## src/rtl/dma_done_pkg.sv

```systemverilog
package dma_done_pkg;
    typedef enum logic [1:0] {
        ST_IDLE  = 2'd0,
        ST_RUN   = 2'd1,
        ST_DRAIN = 2'd2
    } chan_state_t;
endpackage

```

## src/rtl/dma_word_counter.sv

```systemverilog
module dma_word_counter #(
    parameter int CNT_W = 16
) (
    input  logic             clk,
    input  logic             rst_n,
    input  logic             load,
    input  logic [CNT_W-1:0] load_val,
    input  logic             dec,
    output logic [CNT_W-1:0] cnt
);
    localparam logic [CNT_W-1:0] ONE = CNT_W'(1);

    always_ff @(posedge clk) begin
        if (!rst_n)
            cnt <= '0;
        else if (load)
            cnt <= load_val;
        else if (dec && cnt != '0)
            cnt <= cnt - ONE;
    end

    // a software load always wins over a counted word
    p_load_wins_r7: assert property (@(posedge clk) disable iff (!rst_n)
        load |=> cnt == $past(load_val));

    // each counted word lowers the count by exactly one
    p_dec_one_r3: assert property (@(posedge clk) disable iff (!rst_n)
        (dec && !load && cnt != '0) |=> cnt == $past(cnt) - ONE);
endmodule

```

## src/rtl/dma_pend_counter.sv

```systemverilog
module dma_pend_counter #(
    parameter int PEND_W = 4
) (
    input  logic              clk,
    input  logic              rst_n,
    input  logic              inc,
    input  logic              dec,
    output logic [PEND_W-1:0] pend,
    output logic              pend_zero
);
    localparam logic [PEND_W-1:0] PMAX = {PEND_W{1'b1}};
    localparam logic [PEND_W-1:0] P1   = PEND_W'(1);

    always_ff @(posedge clk) begin
        if (!rst_n)
            pend <= '0;
        else if (inc && !dec && pend != PMAX)
            pend <= pend + P1;
        else if (dec && !inc && pend != '0)
            pend <= pend - P1;
    end

    assign pend_zero = (pend == '0);

    // the outstanding-write tally follows issues and acknowledges
    p_pend_up_r8: assert property (@(posedge clk) disable iff (!rst_n)
        (inc && !dec && pend != PMAX) |=> pend == $past(pend) + P1);
    p_pend_down_r8: assert property (@(posedge clk) disable iff (!rst_n)
        (dec && !inc && pend != '0) |=> pend == $past(pend) - P1);
endmodule

```

## src/rtl/dma_done_irq.sv

```systemverilog
module dma_done_irq
    import dma_done_pkg::*;
#(
    parameter int CNT_W  = 16,
    parameter int PEND_W = 4
) (
    input  logic             clk,
    input  logic             rst_n,
    input  logic             cnt_we,
    input  logic [CNT_W-1:0] cnt_wdata,
    input  logic             access_mode,
    input  logic             tx_dir,
    input  logic             word_stb,
    input  logic             xw_issue,
    input  logic             xw_ack,
    output logic [CNT_W-1:0] count,
    output logic             busy,
    output logic             irq
);
    localparam logic [CNT_W-1:0] CNT_ONE = CNT_W'(1);

    chan_state_t       state, state_nx;
    logic              fire;
    logic              count_word;
    logic              last_word;
    logic              need_drain;
    logic              pend_zero;
    logic [PEND_W-1:0] pend;
    logic              wr_zero;

    assign wr_zero    = (cnt_wdata == '0);
    assign count_word = (state == ST_RUN) && word_stb && !cnt_we;
    assign last_word  = count_word && (count == CNT_ONE);
    assign need_drain = access_mode && tx_dir;

    dma_word_counter #(.CNT_W(CNT_W)) u_words (
        .clk      (clk),
        .rst_n    (rst_n),
        .load     (cnt_we),
        .load_val (cnt_wdata),
        .dec      (count_word),
        .cnt      (count)
    );

    dma_pend_counter #(.PEND_W(PEND_W)) u_pend (
        .clk       (clk),
        .rst_n     (rst_n),
        .inc       (xw_issue),
        .dec       (xw_ack),
        .pend      (pend),
        .pend_zero (pend_zero)
    );

    // next-state and completion decision
    always_comb begin
        state_nx = state;
        fire     = 1'b0;
        unique case (state)
            ST_IDLE: begin
                if (cnt_we && !wr_zero)
                    state_nx = ST_RUN;                 // START
            end
            ST_RUN: begin
                if (cnt_we)
                    state_nx = wr_zero ? ST_IDLE : ST_RUN;   // ABORT / RELOAD
                else if (last_word) begin
                    if (need_drain)
                        state_nx = ST_DRAIN;           // SETTLE
                    else begin
                        state_nx = ST_IDLE;            // FINISH
                        fire     = 1'b1;
                    end
                end
            end
            ST_DRAIN: begin
                if (cnt_we)
                    state_nx = wr_zero ? ST_IDLE : ST_RUN;   // ABORT / RELOAD
                else if (pend_zero) begin
                    state_nx = ST_IDLE;                // FLUSHED
                    fire     = 1'b1;
                end
            end
            default: state_nx = ST_IDLE;
        endcase
    end

    // state register
    always_ff @(posedge clk) begin
        if (!rst_n)
            state <= ST_IDLE;
        else
            state <= state_nx;
    end

    // outputs
    always_ff @(posedge clk) begin
        if (!rst_n) begin
            irq  <= 1'b0;
            busy <= 1'b0;
        end else begin
            irq  <= fire;
            busy <= (state_nx != ST_IDLE);
        end
    end

    // interrupt is a single-cycle pulse
    p_irq_pulse_r10: assert property (@(posedge clk) disable iff (!rst_n)
        irq |=> !irq);
    // busy is already low when the pulse appears
    p_busy_clear_r4: assert property (@(posedge clk) disable iff (!rst_n)
        irq |-> !busy);
    // a zero write never produces an interrupt
    p_zero_write_quiet_r5: assert property (@(posedge clk) disable iff (!rst_n)
        (cnt_we && wr_zero) |=> !irq);
    // no interrupt while external writes are outstanding in drain
    p_drain_hold_r8: assert property (@(posedge clk) disable iff (!rst_n)
        (state == ST_DRAIN && !pend_zero) |=> !irq);
    // the channel only becomes busy through a nonzero write
    p_start_nonzero_r2: assert property (@(posedge clk) disable iff (!rst_n)
        (state == ST_IDLE && !(cnt_we && !wr_zero)) |=> !busy);
endmodule

```

## config.mk

```make
export PLATFORM = sky130hd
export DESIGN_NAME = dma_done_irq
export DESIGN_NICKNAME = d
export VERILOG_FILES = /design/src/rtl/dma_done_pkg.sv /design/src/rtl/dma_word_counter.sv /design/src/rtl/dma_pend_counter.sv /design/src/rtl/dma_done_irq.sv
export SDC_FILE = /design/constraint.sdc
export NUM_CORES = 1
export LEC_CHECK = 0
export ABC_AREA = 1
export BUFFER_PORTS_ARGS = -buffer_cell sky130_fd_sc_hd__buf_2
export CELL_PAD_IN_SITES_DETAIL_PLACEMENT = 0
export CELL_PAD_IN_SITES_GLOBAL_PLACEMENT = 1
export CORE_ASPECT_RATIO = 1.1
export CORE_MARGIN = 2
export CORE_UTILIZATION = 38
export CTS_BUF_LIST = sky130_fd_sc_hd__clkbuf_4
export CTS_CLUSTER_DIAMETER = 200
export DETAILED_ROUTE_END_ITERATION = 10
export GPL_TIMING_DRIVEN = 0
export HOLD_SLACK_MARGIN = 0.06
export PLACE_DENSITY = 0.8
export SLEW_MARGIN = 20
export SYNTH_ARGS = -nofsm -noshare
export SYNTH_HDL_FRONTEND = slang
export SYNTH_SLANG_ARGS = --single-unit
```

## constraint.sdc

```tcl
create_clock -name clk -period 1.9 [get_ports clk]
set_input_delay 0.095 -clock clk [delete_from_list [all_inputs] [get_ports clk]]
set_output_delay 0.095 -clock clk [all_outputs]
set_load 0.01 [all_outputs]
```

==> impl_metrics.prom, run 1 <==
# TYPE chip_impl_metric gauge
chip_impl_metric{name="number_of_buffers_added_by_the_clock_tree_synthesis_step",unit=""} 3
chip_impl_metric{name="detailroute.via_count",unit=""} 1857
chip_impl_metric{name="slew_viol_final",unit=""} 0
chip_impl_metric{name="number_of_global_route_vias_before_repair",unit=""} 1718
chip_impl_info{name="endpoint_of_the_worst_slack_reg_to_reg_timing_path",value="u_pend.pend[3]"} 1
chip_impl_metric{name="synthSimpleGateAreaFrac",unit="%"} 40.2
chip_impl_metric{name="power_density",unit="mW/mm^2"} 604
chip_impl_metric{name="post_route_cells_drive_above_1_share",unit="%"} 21.3
chip_impl_metric{name="floorplan.io_pins",unit=""} 42
chip_impl_metric{name="grt.total_usage",unit="%"} 18.8
chip_impl_metric{name="grt_antenna_before_repair",unit=""} 0
chip_impl_metric{name="drc",unit=""} 0
chip_impl_metric{name="clkLatencyLatePin",unit="ns"} 0.32
chip_impl_metric{name="stdcell_count",unit=""} 394
chip_impl_metric{name="timing.reg2reg.setup_slack",unit="ns"} 0.11
chip_impl_metric{name="ant_nets",unit=""} 0
chip_impl_info{name="critPathLaunchType",value="flip-flop"} 1
chip_impl_metric{name="netlist_instances",unit=""} 288
chip_impl_metric{name="reg2reg_depth",unit=""} 13
chip_impl_metric{name="nFillCells",unit=""} 509
chip_impl_metric{name="synth.lib_cells_used.distinct",unit=""} 30
chip_impl_metric{name="critical_path.n_buffers_inverters",unit=""} 1
chip_impl_metric{name="setup_viol",unit=""} 0
chip_impl_metric{name="global_route.overflow_total",unit=""} 0
chip_impl_metric{name="clock_slew_at_the_register_clock_pins_of_the_worst_setup_and_hold_paths",unit="ns"} 0.14
chip_impl_info{name="timing_worst_setup_path_type",value="flip-flop to flip-flop"} 1
chip_impl_metric{name="cap_viol_max_count",unit=""} 0
chip_impl_metric{name="via_count_normalized_by_instance_count",unit=""} 4.71
chip_impl_info{name="setup_repair_after_global_routing_missed_its_margin",value="true"} 1
chip_impl_metric{name="timing_worst_slew_pin_value",unit="ns"} 0.501
chip_impl_info{name="cts_tree",value="built"} 1
chip_impl_info{name="min-delay-path-class",value="primary input to flip-flop"} 1
chip_impl_metric{name="critical_path_required",unit="ns"} 2.17
chip_impl_info{name="timing.hold.worst.start",value="cnt_wdata[5]"} 1
chip_impl_metric{name="cp_max_fo",unit=""} 4
chip_impl_metric{name="synth_mux_area_share",unit="%"} 1.12
chip_impl_metric{name="parity_gate_share_of_the_synthesized_area_counting_xor_and_xnor_cells",unit="%"} 3.93
chip_impl_info{name="clock-root-buffer",value="sky130_fd_sc_hd__clkbuf_4"} 1
chip_impl_metric{name="detail_route.first_pass.iterations",unit=""} 4
chip_impl_info{name="worst_setup_path_end_kind",value="flip-flop"} 1
chip_impl_metric{name="fp.dieArea",unit="sq mm"} 0.00526
chip_impl_info{name="synth_top_family_by_area",value="simple AND/OR/NAND/NOR gates"} 1
chip_impl_metric{name="critical_path.max_stage_delay",unit="ns"} 0.40
chip_impl_info{name="worst_path_max_delay_cell",value="sky130_fd_sc_hd__dfxtp_4"} 1
chip_impl_metric{name="grt_max_degree",unit=""} 13
chip_impl_info{name="critical_path.top_delay_family",value="simple AND/OR/NAND/NOR gates"} 1
chip_impl_metric{name="effective_utilization_at_floorplan",unit="%"} 38.9
chip_impl_metric{name="dp_hpwl",unit="um"} 3560
chip_impl_metric{name="utilization",unit="%"} 47.5
chip_impl_info{name="cp_cell_sequence",value="nand2_2 -> nor3_2 -> nor2_2 -> nand2_2 -> ha_4 -> a21o_1 -> a21oi_2 -> inv_1 -> nand2_1 -> nand3_2 -> nand2_1 -> nand2_1 -> nor2_1"} 1
chip_impl_info{name="crit_end",value="u_pend.pend[3]"} 1
chip_impl_metric{name="cts-htree-levels",unit=""} 1
chip_impl_metric{name="detailedRoute.firstIterationViolations",unit=""} 69
chip_impl_metric{name="route.detailed.wl_per_inst",unit="um"} 11.9
chip_impl_metric{name="timing.final.hold_violations",unit=""} 0
chip_impl_metric{name="synth.yosys.seq_area_share",unit="%"} 26.9
chip_impl_metric{name="max_freq",unit="MHz"} 559
chip_impl_metric{name="cts_buffer_depth",unit=""} 2
chip_impl_metric{name="fin_skew",unit="ns"} 0.00229
chip_impl_metric{name="ir_drop",unit="uV"} 298
chip_impl_metric{name="worst_ep_arrival_time",unit="ns"} 2.06
chip_impl_metric{name="worst-path-stages",unit=""} 13
chip_impl_metric{name="total_power",unit="W"} 0.00131
chip_impl_metric{name="global_route_wire_length_before_repair",unit="um"} 7840
chip_impl_metric{name="floorplan.rows",unit=""} 26
chip_impl_metric{name="synth.ff_latch_count",unit=""} 24
chip_impl_metric{name="power.static_leakage",unit="nW"} 1.15
chip_impl_metric{name="synth_fa_ha_area_share",unit="%"} 7.43
chip_impl_metric{name="synth.cell_area",unit="sq mm"} 0.00178
chip_impl_info{name="regToRegStartpoint",value="u_pend.pend[1]"} 1
chip_impl_metric{name="number_of_buffer_cells_added_on_primary_ports",unit=""} 41
chip_impl_metric{name="synth_nets",unit=""} 322
chip_impl_metric{name="min_period",unit="ns"} 1.79
chip_impl_metric{name="nNetsFinal",unit=""} 374
chip_impl_metric{name="crit_share_post_route",unit="%"} 94.2
chip_impl_info{name="cpMostUsedCell",value="sky130_fd_sc_hd__nand2_1"} 1
chip_impl_metric{name="floorplan.die.height",unit="um"} 75.9
chip_impl_metric{name="die_width",unit="um"} 69.3
chip_impl_metric{name="synth-compound-area-share",unit="%"} 10.2
chip_impl_info{name="status",value="finished, final reports clean"} 1
chip_impl_metric{name="yosysWarnings",unit=""} 0
chip_impl_metric{name="clkSinkCount",unit=""} 24
chip_impl_metric{name="floorplan.core_area",unit="sq mm"} 0.00459
chip_impl_metric{name="insertedDiodeCount",unit=""} 0
chip_impl_info{name="worstSetupStartpoint",value="u_pend.pend[1]"} 1
chip_impl_metric{name="route.final.wire_length",unit="um"} 4700
chip_impl_metric{name="synthToLayoutAreaGrowth",unit="%"} 22.0
chip_impl_metric{name="syn_area_per_cell",unit="sq um"} 6.20
chip_impl_metric{name="gp_congestion",unit=""} 0.767
chip_impl_metric{name="max-slew-margin-rel",unit="%"} 66.6
chip_impl_metric{name="number_of_cells_after_detailed_placement",unit=""} 385
==> what timing repair did <==
action / CTS / global route
pin swaps: 0 / 8
endpoints found under the hold margin: 4 / 0
setup endpoints to repair: 1 / 1
gates resized for setup: 2 / 10
hold buffers: 3 / 0
buffers inserted: 0 / 3
==> how the worst min path moves through the flow <==
stage               cells past startpoint  slack [ns]         endpoint
floorplan                               2        0.25   u_words.cnt[7]
global placement                        3        0.40   u_words.cnt[9]
detailed placement                      3        0.40   u_words.cnt[9]
CTS                                     3        0.06   u_words.cnt[5]
global route                            5        0.06  u_words.cnt[12]
finish                                  3        0.07   u_words.cnt[5]
==> routing by layer <==
layer / GRT usage (%) / routed length [um] / vias to the layer above
met2: 33.2 / 2170 / 32
li1: - / - / 1006
met5: 0 / 0 / -
met4: 5.23 / 32 / 0
met3: 3.57 / 206 / 2
met1: 23.8 / 2290 / 817
==> worst register-to-register path: stages, from the launching register on <==
cell	delay [ns]
sky130_fd_sc_hd__dfxtp_4	0.40
sky130_fd_sc_hd__nand2_2	0.06
sky130_fd_sc_hd__nor3_2	0.20
sky130_fd_sc_hd__nor2_2	0.07
sky130_fd_sc_hd__nand2_2	0.13
sky130_fd_sc_hd__ha_4	0.21
sky130_fd_sc_hd__a21o_1	0.16
sky130_fd_sc_hd__a21oi_2	0.14
sky130_fd_sc_hd__inv_1	0.05
sky130_fd_sc_hd__nand2_1	0.06
sky130_fd_sc_hd__nand3_2	0.06
sky130_fd_sc_hd__nand2_1	0.07
sky130_fd_sc_hd__nand2_1	0.04
sky130_fd_sc_hd__nor2_1	0.09
==> power breakdown <==
| group | total, W | internal (W) | leakage (nW) | switching, W |
|---|---|---|---|---|
| clock network | 0.000242 | 0.0000743 | 0.0138 | 0.000168 |
| logic | 0.000478 | 0.000191 | 0.937 | 0.000287 |
| registers | 0.000595 | 0.000549 | 0.200 | 0.0000468 |
==> placed cells by master (no fill, tap or decap), drive strengths merged, types with 3 or more instances in the layout <==
master / n
a21oi: 19
buf: 48
clkbuf: 4
dfxtp: 24
dlygate4sd3: 3
ha: 9
inv: 37
nand2: 80
nand3: 24
nand4: 3
nor2: 52
nor3: 3
o21ai: 13
xor2: 6
==> per-stage QoR <==
step           setup WS [ns]  cell area, sq um  setup TNS, ns  hold WS [ns]
6_report               0.111              2180              0        0.0711
5_1_grt              -0.0168              2180        -0.0168        0.0641
4_1_cts             0.000199              2110              0        0.0635
3_5_place_dp         -0.0189              2060        -0.0189         0.403
3_3_place_gp         -0.0316              2060        -0.0316         0.398
2_1_floorplan          0.152              1780              0         0.245
==> area by class of cell <==
type	instances	area (sq um)	area share [%]
well taps	56	70.1	3.22
clock buffers	3	22.5	1.03
plain buffers	5	33.8	1.55
inverters	39	148	6.78
flip-flops and latches	24	489	22.5
repair buffers	47	258	11.8
multi-input cells	220	1160	53.1
==> logic make-up after synthesis <==
group / after synthesis
simple gates: 165
buf+inv: 44
compound gates: 35
flops: 24
fa+ha+maj: 10
xor+xnor: 8
mux: 2
==> cells in the mapped netlist <==
library cell	n	area share [%]
sky130_fd_sc_hd__nand2_1	76	16
sky130_fd_sc_hd__nor2_1	50	11
sky130_fd_sc_hd__inv_1	37	7.8
sky130_fd_sc_hd__dfxtp_1	24	27
sky130_fd_sc_hd__nand3_1	23	6.5
sky130_fd_sc_hd__a21oi_1	19	5.3
sky130_fd_sc_hd__o21ai_0	13	3.6
sky130_fd_sc_hd__ha_1	9	6.3
sky130_fd_sc_hd__xor2_1	6	2.9
sky130_fd_sc_hd__buf_2	3	0.84
sky130_fd_sc_hd__nand4_1	3	1.1
sky130_fd_sc_hd__mux2i_1	2	1.1
sky130_fd_sc_hd__nand2_2	2	0.70
sky130_fd_sc_hd__nand2_4	2	1.3
sky130_fd_sc_hd__nor3_1	2	0.56
sky130_fd_sc_hd__or2_2	2	0.70
sky130_fd_sc_hd__xnor2_1	2	0.98
sky130_fd_sc_hd__a21o_1	1	0.42
sky130_fd_sc_hd__buf_8	1	0.84
sky130_fd_sc_hd__clkbuf_1	1	0.21
sky130_fd_sc_hd__clkinv_1	1	0.21
sky130_fd_sc_hd__clkinv_2	1	0.28
sky130_fd_sc_hd__fa_1	1	1.1
sky130_fd_sc_hd__nand3_4	1	0.98
sky130_fd_sc_hd__nand3b_1	1	0.42
sky130_fd_sc_hd__nor2_2	1	0.35
sky130_fd_sc_hd__nor2_4	1	0.63
sky130_fd_sc_hd__nor3_2	1	0.56
sky130_fd_sc_hd__o21a_1	1	0.42
sky130_fd_sc_hd__o21bai_1	1	0.42
==> registers in the layout, summed over array words and instances, names as in the netlist <==
register and count:
busy 1, irq 1, state 2, u_pend.pend 4, u_words.cnt 16
(Power assumes the default switching activity.)
==> inputs of run 2 (changes only) <==
--- a/config.mk
+++ b/config.mk
@@ -7,6 +7,7 @@
 export LEC_CHECK = 0
 export ABC_AREA = 1
 export BUFFER_PORTS_ARGS = -buffer_cell sky130_fd_sc_hd__buf_2
+export CAP_MARGIN = 10
 export CELL_PAD_IN_SITES_DETAIL_PLACEMENT = 0
 export CELL_PAD_IN_SITES_GLOBAL_PLACEMENT = 1
 export CORE_ASPECT_RATIO = 1.1
==> constraint.sdc (replaced) <==
create_clock -name clk -period 1.9 [get_ports clk]
set_input_delay 0.38 -clock clk [delete_from_list [all_inputs] [get_ports clk]]
set_output_delay 0.38 -clock clk [all_outputs]
set_load 0.01 [all_outputs]
==> run 2 against run 1 <==
  * Non-clock buffer count down 3
  * Clock skew is essentially flat
  * Die area is the same
  * Worst hold slack improved by 0.26 ns
  * Clock power hardly changed
  * Sequential power is essentially flat
  * First-iteration DRC count fell by 1.4%
  * Core utilization is 0.65 points lower
  * Critical endpoint unchanged
  * Design area is 1.4% lower
  * Global-route usage did not move
==> impl_metrics.prom, run 2 (synthesis gave the netlist of run 1 again) <==
# TYPE chip_impl_metric gauge
chip_impl_metric{name="cp_max_fo",unit=""} 4
chip_impl_metric{name="timing.final.hold_violations",unit=""} 0
chip_impl_metric{name="stdcell_count",unit=""} 391
chip_impl_metric{name="floorplan.die.height",unit="um"} 75.9
chip_impl_metric{name="whs_path_depth",unit=""} 3
chip_impl_metric{name="max_freq",unit="MHz"} 559
chip_impl_metric{name="final_critical_path_setup_slack",unit="ns"} 0.111
chip_impl_metric{name="via_count_normalized_by_instance_count",unit=""} 4.73
chip_impl_metric{name="post_route_cells_drive_above_1_share",unit="%"} 21.5
chip_impl_metric{name="number_of_buffer_cells_added_on_primary_ports",unit=""} 41
chip_impl_metric{name="detailedRoute.firstIterationViolations",unit=""} 68
chip_impl_metric{name="cts_buffer_depth",unit=""} 2
chip_impl_metric{name="max-slew-margin-rel",unit="%"} 66.7
chip_impl_metric{name="timing.reg2reg.setup_slack",unit="ns"} 0.11
chip_impl_info{name="worst_setup_path_end_kind",value="flip-flop"} 1
chip_impl_metric{name="floorplan.io_pins",unit=""} 42
chip_impl_metric{name="timing_worst_slew_pin_value",unit="ns"} 0.500
chip_impl_metric{name="grt_max_degree",unit=""} 13
chip_impl_info{name="setup_repair_after_global_routing_missed_its_margin",value="true"} 1
chip_impl_metric{name="clock_slew_at_the_register_clock_pins_of_the_worst_setup_and_hold_paths",unit="ns"} 0.14
chip_impl_metric{name="global_route.overflow_total",unit=""} 0
chip_impl_info{name="status",value="finished, final reports clean"} 1
chip_impl_metric{name="number_of_buffers_added_by_the_clock_tree_synthesis_step",unit=""} 3
chip_impl_metric{name="route.detailed.wl_per_inst",unit="um"} 11.9
chip_impl_metric{name="insertedDiodeCount",unit=""} 0
chip_impl_metric{name="worst_ep_arrival_time",unit="ns"} 2.06
chip_impl_metric{name="cap_viol_max_count",unit=""} 0
chip_impl_metric{name="setup_viol",unit=""} 0
chip_impl_metric{name="clkLatencyLatePin",unit="ns"} 0.32
chip_impl_metric{name="number_of_global_route_vias_before_repair",unit=""} 1716
chip_impl_metric{name="detail_route.first_pass.iterations",unit=""} 4
chip_impl_metric{name="number_of_cells_after_detailed_placement",unit=""} 385
chip_impl_metric{name="critical_path_required",unit="ns"} 2.17
chip_impl_metric{name="detailroute.via_count",unit=""} 1851
chip_impl_metric{name="floorplan.core_area",unit="sq mm"} 0.00459
chip_impl_metric{name="ant_nets",unit=""} 0
chip_impl_metric{name="reg2reg_depth",unit=""} 13
chip_impl_metric{name="drc",unit=""} 0
chip_impl_metric{name="route.final.wire_length",unit="um"} 4670
chip_impl_metric{name="synthToLayoutAreaGrowth",unit="%"} 20.3
chip_impl_metric{name="die_width",unit="um"} 69.3
chip_impl_metric{name="crit_share_post_route",unit="%"} 94.2
chip_impl_metric{name="gp_congestion",unit=""} 0.767
chip_impl_metric{name="nNetsFinal",unit=""} 371
chip_impl_info{name="critPathLaunchType",value="flip-flop"} 1
chip_impl_metric{name="slew_viol_final",unit=""} 0
chip_impl_metric{name="timing.hold.ws",unit="ns"} 0.333
chip_impl_metric{name="grt_antenna_before_repair",unit=""} 0
chip_impl_metric{name="clkSinkCount",unit=""} 24
chip_impl_metric{name="power_density",unit="mW/mm^2"} 610
chip_impl_metric{name="fin_skew",unit="ns"} 0.00227
chip_impl_metric{name="grt.total_usage",unit="%"} 18.8
chip_impl_info{name="layout.cells.most_common",value="sky130_fd_sc_hd__nand2_1"} 1
chip_impl_info{name="min-delay-path-class",value="primary input to flip-flop"} 1
chip_impl_info{name="timing_worst_setup_path_type",value="flip-flop to flip-flop"} 1
chip_impl_info{name="layout.cells.most_common_list",value="sky130_fd_sc_hd__nand2_1, sky130_fd_sc_hd__nor2_1, sky130_fd_sc_hd__buf_2"} 1
chip_impl_info{name="clock-root-buffer",value="sky130_fd_sc_hd__clkbuf_4"} 1
chip_impl_info{name="layout_top_registers",value="u_words.cnt (16), u_pend.pend (4), state (2)"} 1
chip_impl_info{name="cts_tree",value="built"} 1
chip_impl_metric{name="min_period",unit="ns"} 1.79
chip_impl_metric{name="dp_hpwl",unit="um"} 3560
chip_impl_metric{name="total_power",unit="W"} 0.00131
chip_impl_metric{name="fp.dieArea",unit="sq mm"} 0.00526
chip_impl_metric{name="place_worst_setup_slack",unit="ns"} -0.0189
chip_impl_metric{name="cts-htree-levels",unit=""} 1
chip_impl_metric{name="global_route_wire_length_before_repair",unit="um"} 7840
chip_impl_metric{name="effective_utilization_at_floorplan",unit="%"} 38.9
chip_impl_metric{name="ir_drop",unit="uV"} 298
chip_impl_info{name="registers.top_by_ff_count",value="u_words.cnt"} 1
chip_impl_metric{name="largest_register_ffs",unit=""} 16
chip_impl_metric{name="power.static_leakage",unit="nW"} 1.14
chip_impl_metric{name="floorplan.rows",unit=""} 26
run 2: cell types whose count changed in the layout (fill, tap and decap cells not counted):
cell / delta
sky130_fd_sc_hd__dlygate4sd3_1: -3
run 2: metrics by stage:
stage / TNS (ns) / area, sq um / utilization [%]
final: 0 / 2150 / 46.8
after global placement: -0.0316 / 2060 / 44.9
after global routing: -0.0168 / 2150 / 46.8
after detailed placement: -0.0189 / 2060 / 44.9
after CTS: 0 / 2080 / 45.4
after floorplan: 0 / 1780 / -
run 2: worst paths after layout:
| path | from | end |
|---|---|---|
| max | u_pend.pend[1] | u_pend.pend[3] |
| min | rst_n | u_words.cnt[7] |
| min reg2reg | u_words.cnt[2] | u_words.cnt[2] |
| max reg2reg | u_pend.pend[1] | u_pend.pend[3] |
run 2: where the power goes:
group          switching (W)  internal (W)  total [W]
Sequential         0.0000467      0.000549   0.000595
Combinational       0.000286      0.000187   0.000473
Clock               0.000168     0.0000743   0.000242
run 2: area by class of cell:
cell class              count  area [sq um]
clock buffers               3          22.5
repair buffers             44           228
well taps                  56          70.1
inverters                  39           148
fillers                   511          2440
flip-flops and latches     24           489
multi-input cells         220          1160
plain buffers               5          33.8
run 2: critical path, cell delays in order (launching register included):
cell	delay, ns
sky130_fd_sc_hd__dfxtp_4	0.40
sky130_fd_sc_hd__nand2_2	0.06
sky130_fd_sc_hd__nor3_2	0.20
sky130_fd_sc_hd__nor2_2	0.07
sky130_fd_sc_hd__nand2_2	0.13
sky130_fd_sc_hd__ha_4	0.21
sky130_fd_sc_hd__a21o_1	0.16
sky130_fd_sc_hd__a21oi_2	0.14
sky130_fd_sc_hd__inv_1	0.05
sky130_fd_sc_hd__nand2_1	0.06
sky130_fd_sc_hd__nand3_2	0.06
sky130_fd_sc_hd__nand2_1	0.07
sky130_fd_sc_hd__nand2_1	0.04
sky130_fd_sc_hd__nor2_1	0.09
run 2: layer usage:
metal | vias to the layer above | global-route usage [%] | share of wire, %
met2 | 32 | 33.2 | 46
met3 | 2 | 3.70 | 4.5
li1 | 1000 | - | -
met5 | - | 0 | 0
met4 | 0 | 5.23 | 0.69
met1 | 817 | 23.7 | 49
run 2: repair_timing:
item                                    in CTS  in global routing
pin swaps                                    0                  8
buffers inserted                             0                  3
resized for setup                            2                 10
endpoints found under the hold margin        0                  0
hold buffers                                 0                  0
endpoints found under the setup margin       1                  1
==> inputs of run 3 (changes only) <==
--- a/config.mk
+++ b/config.mk
@@ -18,7 +18,7 @@
 export DETAILED_ROUTE_END_ITERATION = 10
 export GPL_TIMING_DRIVEN = 0
 export HOLD_SLACK_MARGIN = 0.06
-export PLACE_DENSITY = 0.8
+export PLACE_DENSITY_LB_ADDON = 0.1
 export SLEW_MARGIN = 20
 export SYNTH_ARGS = -nofsm -noshare
 export SYNTH_HDL_FRONTEND = slang
==> run 3 against run 2 <==
  * Clock skew is 0.0070 ns higher
  * Critical path depth stayed put
  * Non-clock buffer count is 1 higher
  * Worst hold slack worse by 0.012 ns
  * Design area is 0.64% higher
  * Highest routed layer unchanged
==> impl_metrics.prom, run 3 (synthesis gave the netlist of run 1 again) <==
# TYPE chip_impl_metric gauge
chip_impl_metric{name="worst_ep_arrival_time",unit="ns"} 2.05
chip_impl_metric{name="timing.hold.ws",unit="ns"} 0.321
chip_impl_metric{name="detailroute.via_count",unit=""} 1883
chip_impl_metric{name="timing_worst_slew_pin_value",unit="ns"} 0.483
chip_impl_metric{name="die_width",unit="um"} 69.3
chip_impl_metric{name="floorplan.io_pins",unit=""} 42
chip_impl_metric{name="max_freq",unit="MHz"} 564
chip_impl_metric{name="max-slew-margin-rel",unit="%"} 67.8
chip_impl_metric{name="worst-path-stages",unit=""} 13
chip_impl_metric{name="number_of_cells_after_detailed_placement",unit=""} 385
chip_impl_info{name="layout_top_registers",value="u_words.cnt (16), u_pend.pend (4), state (2)"} 1
chip_impl_info{name="layout.cells.most_common",value="sky130_fd_sc_hd__nand2_1"} 1
chip_impl_info{name="worst_path_max_delay_cell",value="sky130_fd_sc_hd__dfxtp_4"} 1
chip_impl_metric{name="cap_viol_max_count",unit=""} 0
chip_impl_metric{name="cts_hold_repair.buffers",unit=""} 0
chip_impl_info{name="critical_path.top_delay_family",value="simple AND/OR/NAND/NOR gates"} 1
chip_impl_metric{name="power_density",unit="mW/mm^2"} 611
chip_impl_metric{name="number_of_buffers_added_by_the_clock_tree_synthesis_step",unit=""} 3
chip_impl_metric{name="number_of_buffer_cells_added_on_primary_ports",unit=""} 41
chip_impl_metric{name="min_period",unit="ns"} 1.77
chip_impl_metric{name="nNetsFinal",unit=""} 372
chip_impl_metric{name="fin_skew",unit="ns"} 0.00926
chip_impl_info{name="critPathLaunchType",value="flip-flop"} 1
chip_impl_metric{name="number_of_global_route_vias_before_repair",unit=""} 1647
chip_impl_metric{name="largest_register_ffs",unit=""} 16
chip_impl_metric{name="route.detailed.wl_per_inst",unit="um"} 12.2
chip_impl_metric{name="critical_path.max_stage_delay",unit="ns"} 0.40
chip_impl_info{name="cpMostUsedCell",value="sky130_fd_sc_hd__nand2_1"} 1
chip_impl_metric{name="reg2reg_depth",unit=""} 13
chip_impl_info{name="min-delay-path-class",value="primary input to flip-flop"} 1
chip_impl_info{name="worstSetupStartpoint",value="u_pend.pend[0]"} 1
chip_impl_metric{name="grt.total_usage",unit="%"} 18.5
chip_impl_info{name="status",value="finished, final reports clean"} 1
chip_impl_metric{name="finalSetupTns",unit="ns"} 0
chip_impl_metric{name="clock_slew_at_the_register_clock_pins_of_the_worst_setup_and_hold_paths",unit="ns"} 0.14
chip_impl_metric{name="cts_buffer_depth",unit=""} 2
chip_impl_info{name="endpoint_of_the_worst_slack_reg_to_reg_timing_path",value="u_pend.pend[3]"} 1
chip_impl_metric{name="stdcell_count",unit=""} 392
chip_impl_metric{name="route.final.wire_length",unit="um"} 4790
chip_impl_metric{name="critical_path_required",unit="ns"} 2.18
chip_impl_metric{name="global_route.overflow_total",unit=""} 0
chip_impl_metric{name="setup_viol",unit=""} 0
chip_impl_metric{name="effective_utilization_at_floorplan",unit="%"} 38.9
chip_impl_info{name="cts_tree",value="built"} 1
chip_impl_metric{name="slew_viol_final",unit=""} 0
chip_impl_metric{name="drc",unit=""} 0
chip_impl_metric{name="fp.dieArea",unit="sq mm"} 0.00526
chip_impl_info{name="cp_cell_sequence",value="nand2_2 -> nor3_4 -> nor2_2 -> nand2_2 -> ha_4 -> a21o_1 -> a21oi_2 -> inv_1 -> nand2_1 -> nand3_2 -> nand2_1 -> nand2_1 -> nor2_1"} 1
chip_impl_metric{name="gp_congestion",unit=""} 0.757
chip_impl_info{name="registers.top_by_ff_count",value="u_words.cnt"} 1
chip_impl_metric{name="ant_nets",unit=""} 0
chip_impl_metric{name="critical_path.n_buffers_inverters",unit=""} 1
chip_impl_metric{name="detail_route.first_pass.iterations",unit=""} 4
chip_impl_metric{name="clkLatencyLatePin",unit="ns"} 0.33
chip_impl_metric{name="clkSinkCount",unit=""} 24
chip_impl_metric{name="floorplan.rows",unit=""} 26
chip_impl_info{name="worst_setup_path_end_kind",value="flip-flop"} 1
chip_impl_info{name="crit_end",value="u_pend.pend[3]"} 1
chip_impl_metric{name="grt_antenna_before_repair",unit=""} 0
chip_impl_info{name="layout.cells.most_common_list",value="sky130_fd_sc_hd__nand2_1, sky130_fd_sc_hd__nor2_1, sky130_fd_sc_hd__buf_2"} 1
chip_impl_metric{name="grt_max_degree",unit=""} 13
chip_impl_info{name="setup_repair_after_global_routing_missed_its_margin",value="true"} 1
chip_impl_metric{name="power.static_leakage",unit="nW"} 1.15
chip_impl_metric{name="via_count_normalized_by_instance_count",unit=""} 4.80
chip_impl_metric{name="ir_drop",unit="uV"} 213
chip_impl_metric{name="timing.reg2reg.setup_slack",unit="ns"} 0.13
chip_impl_info{name="timing_worst_setup_path_type",value="flip-flop to flip-flop"} 1
chip_impl_info{name="clock-root-buffer",value="sky130_fd_sc_hd__clkbuf_4"} 1
chip_impl_metric{name="crit_share_post_route",unit="%"} 93.3
chip_impl_metric{name="cts-htree-levels",unit=""} 1
chip_impl_metric{name="cp_max_fo",unit=""} 5
chip_impl_metric{name="insertedDiodeCount",unit=""} 0
chip_impl_info{name="regToRegStartpoint",value="u_pend.pend[0]"} 1
chip_impl_metric{name="global_route_wire_length_before_repair",unit="um"} 7730
chip_impl_metric{name="timing.final.hold_violations",unit=""} 0
chip_impl_metric{name="dp_hpwl",unit="um"} 3670
chip_impl_metric{name="post_route_cells_drive_above_1_share",unit="%"} 22.0
chip_impl_metric{name="detailedRoute.firstIterationViolations",unit=""} 78
chip_impl_metric{name="floorplan.core_area",unit="sq mm"} 0.00459
chip_impl_metric{name="floorplan.die.height",unit="um"} 75.9
chip_impl_metric{name="synthToLayoutAreaGrowth",unit="%"} 21.1
-- run 3: layer usage --
| layer | track usage [%] | share of wire [%] | wire length [um] | vias to the layer above |
|---|---|---|---|---|
| li1 | - | - | - | 999 |
| met1 | 23.0 | 45 | 2150 | 824 |
| met2 | 33.9 | 48 | 2310 | 55 |
| met3 | 2.65 | 5.8 | 278 | 5 |
| met4 | 5.23 | 1.0 | 48 | 0 |
| met5 | 0 | 0 | 0 | - |
-- run 3: timing repair --
| action | CTS | global route |
|---|---|---|
| setup endpoints to repair | 1 | 1 |
| setup buffers | 0 | 4 |
| gates resized for setup | 3 | 11 |
| pin swaps | 0 | 8 |
-- run 3: worst min path at each step --
stage	from	end	slack [ns]	cells past startpoint
after global placement	u_words.cnt[2]	u_words.cnt[2]	0.49	2
final	cnt_wdata[5]	u_words.cnt[5]	0.32	3
after global routing	cnt_wdata[5]	u_words.cnt[5]	0.35	3
after floorplan	u_pend.pend[2]	u_pend.pend[2]	0.47	2
after CTS	cnt_wdata[5]	u_words.cnt[5]	0.32	3
after detailed placement	u_words.cnt[2]	u_words.cnt[2]	0.49	2
-- run 3: cell type report --
cell class,instances,area (sq um)
Sequential cell,24,489
Fill cell,518,2430
Multi-Input combinational cell,220,1160
Inverter,39,148
Buffer,5,33.8
Tap cell,56,70.1
Clock buffer,3,22.5
Timing Repair Buffer,45,235
-- run 3: through the flow --
stage / cell area, sq um / power (W) / setup slack [ns] / utilization [%]
final: 2160 / 0.00132 / 0.127 / 47.1
after global routing: 2160 / 0.00143 / -0.0168 / 47.1
after CTS: 2090 / 0.00131 / 0.0592 / 45.5
after detailed placement: 2060 / 0.00106 / -0.0209 / 44.9
after global placement: 2060 / 0.00106 / -0.0322 / 44.9
after floorplan: 1780 / 0.000922 / 0.152 / -
-- run 3: power by group --
group          switching (W)  leakage, nW  internal, W
clock               0.000168       0.0138    0.0000746
sequential         0.0000465        0.200     0.000549
combinational       0.000292        0.940     0.000189
total               0.000507         1.15     0.000813
-- run 3: worst reg2reg max path, stage by stage, from the launching register on --
cell and delay (ns):
sky130_fd_sc_hd__dfxtp_4 0.40, sky130_fd_sc_hd__nand2_2 0.06, sky130_fd_sc_hd__nor3_4 0.18, sky130_fd_sc_hd__nor2_2 0.07, sky130_fd_sc_hd__nand2_2 0.12, sky130_fd_sc_hd__ha_4 0.22, sky130_fd_sc_hd__a21o_1 0.16, sky130_fd_sc_hd__a21oi_2 0.14
sky130_fd_sc_hd__inv_1 0.05, sky130_fd_sc_hd__nand2_1 0.07, sky130_fd_sc_hd__nand3_2 0.07, sky130_fd_sc_hd__nand2_1 0.06, sky130_fd_sc_hd__nand2_1 0.04, sky130_fd_sc_hd__nor2_1 0.09
